File: src/rtl/mbx_pkg.sv
package mbx_pkg;
  localparam int DATA_W          = 16;
  localparam int BYTE_W          = 8;
  localparam int NUM_MBX         = 6;
  localparam int HOST_AW         = 3;
  localparam int CORE_AW         = 4;
  localparam int SYNC_STAGES     = 2;
  localparam int PULSE_LEN       = 5;
  localparam int ADDR_HOST_FLAGS = 6;
  localparam int ADDR_CORE_FLAGS = 7;
  localparam int ADDR_MASK       = 8;
  localparam int RESET_BIT       = 6;
  localparam int PULSE_W         = $clog2(PULSE_LEN + 1);

  // strobes from host control to the register datapath
  typedef struct packed {
    logic               wrCommit;
    logic [HOST_AW-1:0] wrAddr;
    logic [DATA_W-1:0]  wrData;
    logic               rdActive;
    logic               rdDone;
    logic [HOST_AW-1:0] rdAddr;
    logic               byteMode;
  } hostStrobe_t;
endpackage

File: src/rtl/mbx_sync.sv
module mbx_sync #(
  parameter int WIDTH = 8,
  parameter int STAGES = 2,
  parameter logic [WIDTH-1:0] RESET_VAL = '0
) (
  input  logic             clk,
  input  logic             rstN,
  input  logic [WIDTH-1:0] din,
  output logic [WIDTH-1:0] dout
);
  logic [WIDTH-1:0] stage [STAGES];

  always_ff @(posedge clk or negedge rstN) begin
    if (!rstN) begin
      for (int k = 0; k < STAGES; k++) stage[k] <= RESET_VAL;
    end else begin
      stage[0] <= din;
      for (int k = 1; k < STAGES; k++) stage[k] <= stage[k-1];
    end
  end

  assign dout = stage[STAGES-1];
endmodule

File: src/rtl/mbx_host_ctrl.sv
module mbx_host_ctrl
  import mbx_pkg::*;
(
  input  logic               clk,
  input  logic               rstN,
  input  logic               strapByteMode,
  input  logic               strapStrobeMode,
  input  logic               strapMuxAddr,
  input  logic               hostCsN,
  input  logic               hostRdN,
  input  logic               hostWrN,
  input  logic               hostAle,
  input  logic [HOST_AW-1:0] hostAddr,
  input  logic [DATA_W-1:0]  hostDataIn,
  output hostStrobe_t        strb,
  output logic               hostAck,
  output logic               swReset
);
  localparam int SYNC_W = 4 + HOST_AW + DATA_W;
  localparam logic [SYNC_W-1:0] SYNC_RST = {4'b1110, {(HOST_AW + DATA_W){1'b0}}};

  logic [SYNC_W-1:0]  syncBus;
  logic               csS, rdS, wrS, aleS;
  logic [HOST_AW-1:0] addrS;
  logic [DATA_W-1:0]  dataS;

  mbx_sync #(.WIDTH(SYNC_W), .STAGES(SYNC_STAGES), .RESET_VAL(SYNC_RST)) u_sync (
    .clk  (clk),
    .rstN (rstN),
    .din  ({hostCsN, hostRdN, hostWrN, hostAle, hostAddr, hostDataIn}),
    .dout (syncBus)
  );

  assign {csS, rdS, wrS, aleS, addrS, dataS} = syncBus;

  logic               rdAct, wrAct, prevRd, prevWr, wrCommit;
  logic [HOST_AW-1:0] aleAddr, addrCur, accAddr, rdHeld;
  logic [DATA_W-1:0]  accData, dataFill;
  logic [PULSE_W-1:0] pulseCnt;

  // decode the strobe personality
  always_comb begin
    if (strapStrobeMode) begin
      rdAct = !csS && !wrS && rdS;
      wrAct = !csS && !wrS && !rdS;
    end else begin
      rdAct = !csS && !rdS && wrS;
      wrAct = !csS && !wrS;
    end
  end

  assign addrCur  = strapMuxAddr ? aleAddr : addrS;
  assign dataFill = strapByteMode ? {{(DATA_W-BYTE_W){1'b0}}, dataS[BYTE_W-1:0]} : dataS;
  assign wrCommit = prevWr && !wrAct;

  always_ff @(posedge clk or negedge rstN) begin
    if (!rstN) begin
      aleAddr <= '0;
      accAddr <= '0;
      accData <= '0;
      rdHeld  <= '0;
      prevWr  <= 1'b0;
      prevRd  <= 1'b0;
      hostAck <= 1'b0;
    end else begin
      if (aleS)  aleAddr <= dataS[HOST_AW-1:0];
      if (wrAct) begin
        accAddr <= addrCur;
        accData <= dataFill;
      end
      if (rdAct) rdHeld <= addrCur;
      prevWr  <= wrAct;
      prevRd  <= rdAct;
      hostAck <= rdAct || wrAct;
    end
  end

  // fixed-length reset pulse on the command bit
  always_ff @(posedge clk or negedge rstN) begin
    if (!rstN) begin
      pulseCnt <= '0;
    end else if (wrCommit && accAddr == HOST_AW'(ADDR_CORE_FLAGS)
                 && accData[RESET_BIT] && pulseCnt == '0) begin
      pulseCnt <= PULSE_W'(PULSE_LEN);
    end else if (pulseCnt != '0) begin
      pulseCnt <= pulseCnt - 1'b1;
    end
  end

  assign swReset = (pulseCnt != '0);

  always_comb begin
    strb.wrCommit = wrCommit;
    strb.wrAddr   = accAddr;
    strb.wrData   = accData;
    strb.rdActive = rdAct;
    strb.rdDone   = prevRd && !rdAct;
    strb.rdAddr   = rdAct ? addrCur : rdHeld;
    strb.byteMode = strapByteMode;
  end
endmodule

File: src/rtl/mbx_datapath.sv
module mbx_datapath
  import mbx_pkg::*;
(
  input  logic               clk,
  input  logic               rstN,
  input  hostStrobe_t        strb,
  input  logic [CORE_AW-1:0] coreAddr,
  input  logic               coreWe,
  input  logic               coreRe,
  input  logic [DATA_W-1:0]  coreWData,
  output logic [DATA_W-1:0]  coreRData,
  output logic               coreIrq,
  output logic [DATA_W-1:0]  hostDataOut,
  output logic [DATA_W-1:0]  hostDataOe
);
  localparam logic [DATA_W-1:0] BYTE_OE = {{(DATA_W-BYTE_W){1'b0}}, {BYTE_W{1'b1}}};

  logic [DATA_W-1:0]  mbx [NUM_MBX];
  logic [NUM_MBX-1:0] hostWrote, coreWrote, maskReg;
  logic [DATA_W-1:0]  hostView, coreView;

  for (genvar i = 0; i < NUM_MBX; i++) begin : g_slot
    logic hostHit, coreHit, coreRdHit, hostRdDone;
    assign hostHit    = strb.wrCommit && strb.wrAddr == HOST_AW'(i);
    assign coreHit    = coreWe && coreAddr == CORE_AW'(i);
    assign coreRdHit  = coreRe && coreAddr == CORE_AW'(i);
    assign hostRdDone = strb.rdDone && strb.rdAddr == HOST_AW'(i);

    always_ff @(posedge clk or negedge rstN) begin
      if (!rstN) begin
        mbx[i]       <= '0;
        hostWrote[i] <= 1'b0;
        coreWrote[i] <= 1'b0;
      end else begin
        if (hostHit)      mbx[i] <= strb.wrData;
        else if (coreHit) mbx[i] <= coreWData;

        if (hostHit)        hostWrote[i] <= 1'b1;
        else if (coreRdHit) hostWrote[i] <= 1'b0;

        if (coreHit && !hostHit) coreWrote[i] <= 1'b1;
        else if (hostRdDone)     coreWrote[i] <= 1'b0;
      end
    end
  end

  always_ff @(posedge clk or negedge rstN) begin
    if (!rstN) maskReg <= '0;
    else if (coreWe && coreAddr == CORE_AW'(ADDR_MASK)) maskReg <= coreWData[NUM_MBX-1:0];
  end

  always_comb begin
    hostView = '0;
    for (int i = 0; i < NUM_MBX; i++)
      if (strb.rdAddr == HOST_AW'(i)) hostView = mbx[i];
    if (strb.rdAddr == HOST_AW'(ADDR_HOST_FLAGS)) hostView = DATA_W'(hostWrote);
    if (strb.rdAddr == HOST_AW'(ADDR_CORE_FLAGS)) hostView = DATA_W'(coreWrote);
  end

  always_comb begin
    coreView = '0;
    for (int i = 0; i < NUM_MBX; i++)
      if (coreAddr == CORE_AW'(i)) coreView = mbx[i];
    if (coreAddr == CORE_AW'(ADDR_HOST_FLAGS)) coreView = DATA_W'(hostWrote);
    if (coreAddr == CORE_AW'(ADDR_CORE_FLAGS)) coreView = DATA_W'(coreWrote);
    if (coreAddr == CORE_AW'(ADDR_MASK))       coreView = DATA_W'(maskReg);
  end

  always_ff @(posedge clk or negedge rstN) begin
    if (!rstN) begin
      coreRData   <= '0;
      hostDataOut <= '0;
      hostDataOe  <= '0;
    end else begin
      if (coreRe) coreRData <= coreView;
      if (strb.rdActive) begin
        hostDataOut <= strb.byteMode ? (hostView & BYTE_OE) : hostView;
        hostDataOe  <= strb.byteMode ? BYTE_OE : {DATA_W{1'b1}};
      end else begin
        hostDataOut <= '0;
        hostDataOe  <= '0;
      end
    end
  end

  assign coreIrq = |(hostWrote & maskReg);
endmodule

File: src/rtl/mbx_port.sv
module mbx_port
  import mbx_pkg::*;
(
  input  logic               clk,
  input  logic               rstN,
  input  logic               strapByteMode,
  input  logic               strapStrobeMode,
  input  logic               strapMuxAddr,
  input  logic               hostCsN,
  input  logic               hostRdN,
  input  logic               hostWrN,
  input  logic               hostAle,
  input  logic [HOST_AW-1:0] hostAddr,
  input  logic [DATA_W-1:0]  hostDataIn,
  output logic [DATA_W-1:0]  hostDataOut,
  output logic [DATA_W-1:0]  hostDataOe,
  output logic               hostAck,
  input  logic [CORE_AW-1:0] coreAddr,
  input  logic               coreWe,
  input  logic               coreRe,
  input  logic [DATA_W-1:0]  coreWData,
  output logic [DATA_W-1:0]  coreRData,
  output logic               coreIrq,
  output logic               swReset
);
  hostStrobe_t strb;

  mbx_host_ctrl u_ctrl (
    .clk             (clk),
    .rstN            (rstN),
    .strapByteMode   (strapByteMode),
    .strapStrobeMode (strapStrobeMode),
    .strapMuxAddr    (strapMuxAddr),
    .hostCsN         (hostCsN),
    .hostRdN         (hostRdN),
    .hostWrN         (hostWrN),
    .hostAle         (hostAle),
    .hostAddr        (hostAddr),
    .hostDataIn      (hostDataIn),
    .strb            (strb),
    .hostAck         (hostAck),
    .swReset         (swReset)
  );

  mbx_datapath u_dp (
    .clk         (clk),
    .rstN        (rstN),
    .strb        (strb),
    .coreAddr    (coreAddr),
    .coreWe      (coreWe),
    .coreRe      (coreRe),
    .coreWData   (coreWData),
    .coreRData   (coreRData),
    .coreIrq     (coreIrq),
    .hostDataOut (hostDataOut),
    .hostDataOe  (hostDataOe)
  );
endmodule

File: config.mk
export PLATFORM = sky130hd
export DESIGN_NAME = mbx_port
export DESIGN_NICKNAME = d
export VERILOG_FILES = /design/src/rtl/mbx_pkg.sv /design/src/rtl/mbx_sync.sv /design/src/rtl/mbx_host_ctrl.sv /design/src/rtl/mbx_datapath.sv /design/src/rtl/mbx_port.sv
export SDC_FILE = /design/constraint.sdc
export NUM_CORES = 1
export LEC_CHECK = 0
export BUFFER_PORTS_ARGS = -buffer_cell sky130_fd_sc_hd__buf_2
export CAP_MARGIN = 20
export CORE_ASPECT_RATIO = 0.5
export CORE_MARGIN = 1.5
export CORE_UTILIZATION = 55
export DETAILED_ROUTE_END_ITERATION = 7
export HOLD_SLACK_MARGIN = 0.03
export PLACE_DENSITY = 0.75
export SYNTH_ARGS = -nofsm -noshare
export SYNTH_HDL_FRONTEND = slang
export SYNTH_SLANG_ARGS = --single-unit
export TNS_END_PERCENT = 100
File: constraint.sdc
create_clock -name clk -period 5.47 [get_ports clk]
set_input_delay 1.094 -clock clk [delete_from_list [all_inputs] [get_ports clk]]
set_output_delay 1.094 -clock clk [all_outputs]
set_load 0.02 [all_outputs]
==> flow_summary.yaml <==
yosys:
  synth_fa_ha_area_share_pct: 0.234
  synthMuxAreaShare_pct: 13.0
  synth_enable_flop_cells: 0
  async_reset_ff_share_pct: 100
  syn_inst: 1033
  ys_seq_elements: 224
  mappedNetlistNets: 1085
  ys_warn_count: 0
  avgSynthCellArea_um2: 10.3
  synth-seq-area-share_pct: 52.5
  yosys.cell_types.count: 63
  synth_top_family_by_area: "compound AO/OA/AOI/OAI gates"
  synth_compound_area_share_pct: 17.6
  synth_flop_cell: "dfrtp_1"
  syn_area_um2: 10700
  synth-simple-area-share_pct: 11.4
  synth-xor-area-share_pct: 0
routing:
  ant_nets: 0
  drc: 1
  drtIter0Drc: 1117
  via_per_inst: 6.31
  vias: 8638
  route.detailed.wl_per_inst_um: 22.7
  wl_um: 31100
  dr_wl_met3_um: 4590
  top_layer_used: "met4"
  drtPass1Iterations: 8
  wl_met1_um: 13500
  wl_met2_um: 12500
cells_and_area:
  nNetsFinal: 1147
  area_growth_pct: 12.5
  layout_commonest_cell: "dfrtp_1"
  n_antenna_cell: 0
  drive_gt1_share_pct: 18.5
  final_cell_mix: "218 x dfrtp_1, 155 x nand2_1, 112 x o21ai_0"
global_route:
  grt_pass1_wl_um: 48000
  antenna_found_initial: 0
  grt_start_max_net_pins: 131
  track_usage_pct: 31.0
  grt.overflow.total: 0
  grt_pass1_vias: 8173
setup_path:
  critPathRequiredTime_ns: 5.84
  r2r_cells: 8
  critical_path_class: "input pin to register"
  worst_setup_path_start_kind: "input pin"
  worstPathMaxFanout: 17
  endpoint_kind: "register"
  worstReg2RegEnd: "u_dp.mbx[95]"
  cp_data_arrival_time_ns: 3.67
  r2r_slack_ns: 2.47
  crit_start: "coreAddr[2]"
  r2r-start: "u_ctrl.u_sync.dout[21]"
sta:
  fin_crit_ns: 3.30
  setup_tns_ns: 0
  final_hold_viol_count: 0
  relSlewSlack_pct: 24.5
  fmax_mhz: 303
  finalSetupViolations: 0
  skew_ns: 0.0110
  finalCritPeriodShare_pct: 60.3
  tightest_slew_ns: 1.13
  drv_slew: 0
  hold_ws_ns: 0.348
  rsz0062_at_grt: "false"
clocking:
  clk_pin_slew_ns: 0.06
  htree_levels: 1
  hold_buffers: 0
  clock_sinks: 224
  worstSkewPairLatency_ns: 0.51
  clockBufferDepth: 3
  ctsResizeCount: 0
  numCtsBuffers: 21
  clk_root_buffer_cell: "clkbuf_16"
  cts_tree: "done"
  postCtsSetupBuffers: 0
pwr:
  p_switching_mw: 1.75
  p_clk_share_pct: 28.7
  powerDensity_nw_per_um2: 431
  p_leak_nw: 5.95
  peakVddDrop_uv: 277
  p_int_mw: 3.43
  p_comb_share_pct: 22.1
  p_sw_share_pct: 33.8
  pwr-share-seq_pct: 49.3
floorplanning:
  io_pins: 101
  die_h_um: 102
  start_util_pct: 57.2
  die-area_um2: 20300
  rows: 35
  core_um2: 18700
  die_w_um: 200
hold_path:
  hold_depth: 0
  min_from: "u_ctrl.u_sync.stage[40]"
  hold_class: "register to register"
  hold_end: "u_ctrl.u_sync.dout[17]"
run:
  drv_cap: 0
status:
  violations: "design-rule violations"
  status: "finished, violations left"
placed_design:
  dpl.hpwl_um: 20500
  gp_routability_congestion: 0.955
  io_buffers: 100
## logic make-up (layout without fill, tap and decap cells)
kind of cell / after synthesis / in the layout
buffers and inverters: 123 / 199
muxes: 134 / 134
DFF: 224 / 224
adders and majority gates: 2 / 2
AOI/OAI and AO/OA: 289 / 289
and+or+nand+nor: 261 / 261
## Yosys cell counts (5+ instances only)
cell	number	area share [%]
nor2_1	33	1.2
nand3b_1	6	0.42
a222oi_1	18	1.7
dfrtp_1	218	51
nor3_1	9	0.42
nand2b_1	11	0.64
o221a_2	5	0.53
a221oi_1	7	0.57
nand2_1	155	5.4
mux2i_1	114	11
buf_2	17	0.80
a22oi_1	40	2.8
o211a_1	5	0.47
a21o_1	13	0.91
o22ai_1	20	1.2
clkbuf_1	45	1.6
a21oi_1	34	1.6
nand3_1	14	0.66
mux2_2	17	1.8
buf_1	5	0.18
dfstp_2	6	1.5
buf_4	17	1.2
a31oi_1	11	0.64
o21ai_0	112	5.2
inv_1	35	1.2
nor3b_1	5	0.35
nor2b_1	7	0.41
## metrics by stage
step | setup WS, ns | total power [mW] | cells | instance area, um^2 | utilization [%]
final | 2.17 | 5.18 | 1368 | 12000 | 64.3
after global routing | 2.04 | 5.42 | 1368 | 12000 | 64.3
after CTS | 2.29 | 5.13 | 1365 | 12000 | 64.2
after detailed placement | 1.76 | 3.65 | 1328 | 11300 | 60.5
after floorplan | 2.63 | 3.18 | 1033 | 10700 | -
after global placement | 1.83 | 3.59 | 1328 | 11300 | 60.5
## final cells by class
| cell class | instances | area (um^2) |
|---|---|---|
| inverters | 37 | 144 |
| fillers | 1548 | 6670 |
| repair buffers | 125 | 718 |
| multi-input cells | 686 | 4540 |
| clock inverters | 8 | 98.8 |
| clock buffers | 29 | 586 |
| well taps | 259 | 324 |
| flip-flops and latches | 224 | 5610 |
## registers in the layout, indices dropped and copies added (netlist names)
name                 cells
u_dp.mbx                96
u_ctrl.accData          16
u_ctrl.aleAddr           3
u_ctrl.pulseCnt          3
u_dp.coreRData          16
u_ctrl.accAddr           3
u_dp.coreWrote           6
u_ctrl.u_sync.stage     23
u_ctrl.prevWr            1
u_dp.hostDataOe          2
u_ctrl.rdHeld            3
u_dp.hostDataOut        16
u_ctrl.hostAck           1
u_ctrl.u_sync.dout      23
u_dp.maskReg             6
u_dp.hostWrote           6
## how the worst max path moves through the flow
stage                   endpoint  slack, ns  cells past startpoint
3_3_place_gp        u_dp.mbx[43]       1.83                      7
5_1_grt             u_dp.mbx[83]       2.04                      9
3_5_place_dp        u_dp.mbx[35]       1.76                      7
2_1_floorplan  u_dp.coreWrote[0]       2.63                      7
4_1_cts             u_dp.mbx[35]       2.29                      7
6_report            u_dp.mbx[35]       2.17                      7
## critical path: stages
cell	delay, ns
buf_2	0.21
nor2_1	0.13
buf_4	0.27
and3_1	0.61
nand2_1	0.84
mux2i_1	0.38
o21ai_0	0.12
## power by group through the flow
stage / logic (mW) / clock network [mW] / registers [mW]
finish: 1.14 / 1.49 / 2.56
global route: 1.26 / 1.57 / 2.59
CTS: 1.12 / 1.50 / 2.52
detailed placement: 1.11 / 0 / 2.55
global placement: 1.07 / 0 / 2.53
floorplan: 0.793 / 0 / 2.39
## routing by layer
layer,global-route usage [%],up-vias
met1,47.0,4172
met2,42.9,584
met5,0,-
li1,-,3839
met4,8.45,0
met3,9.27,43
No activity file was read; power rests on OpenSTA's default activity.
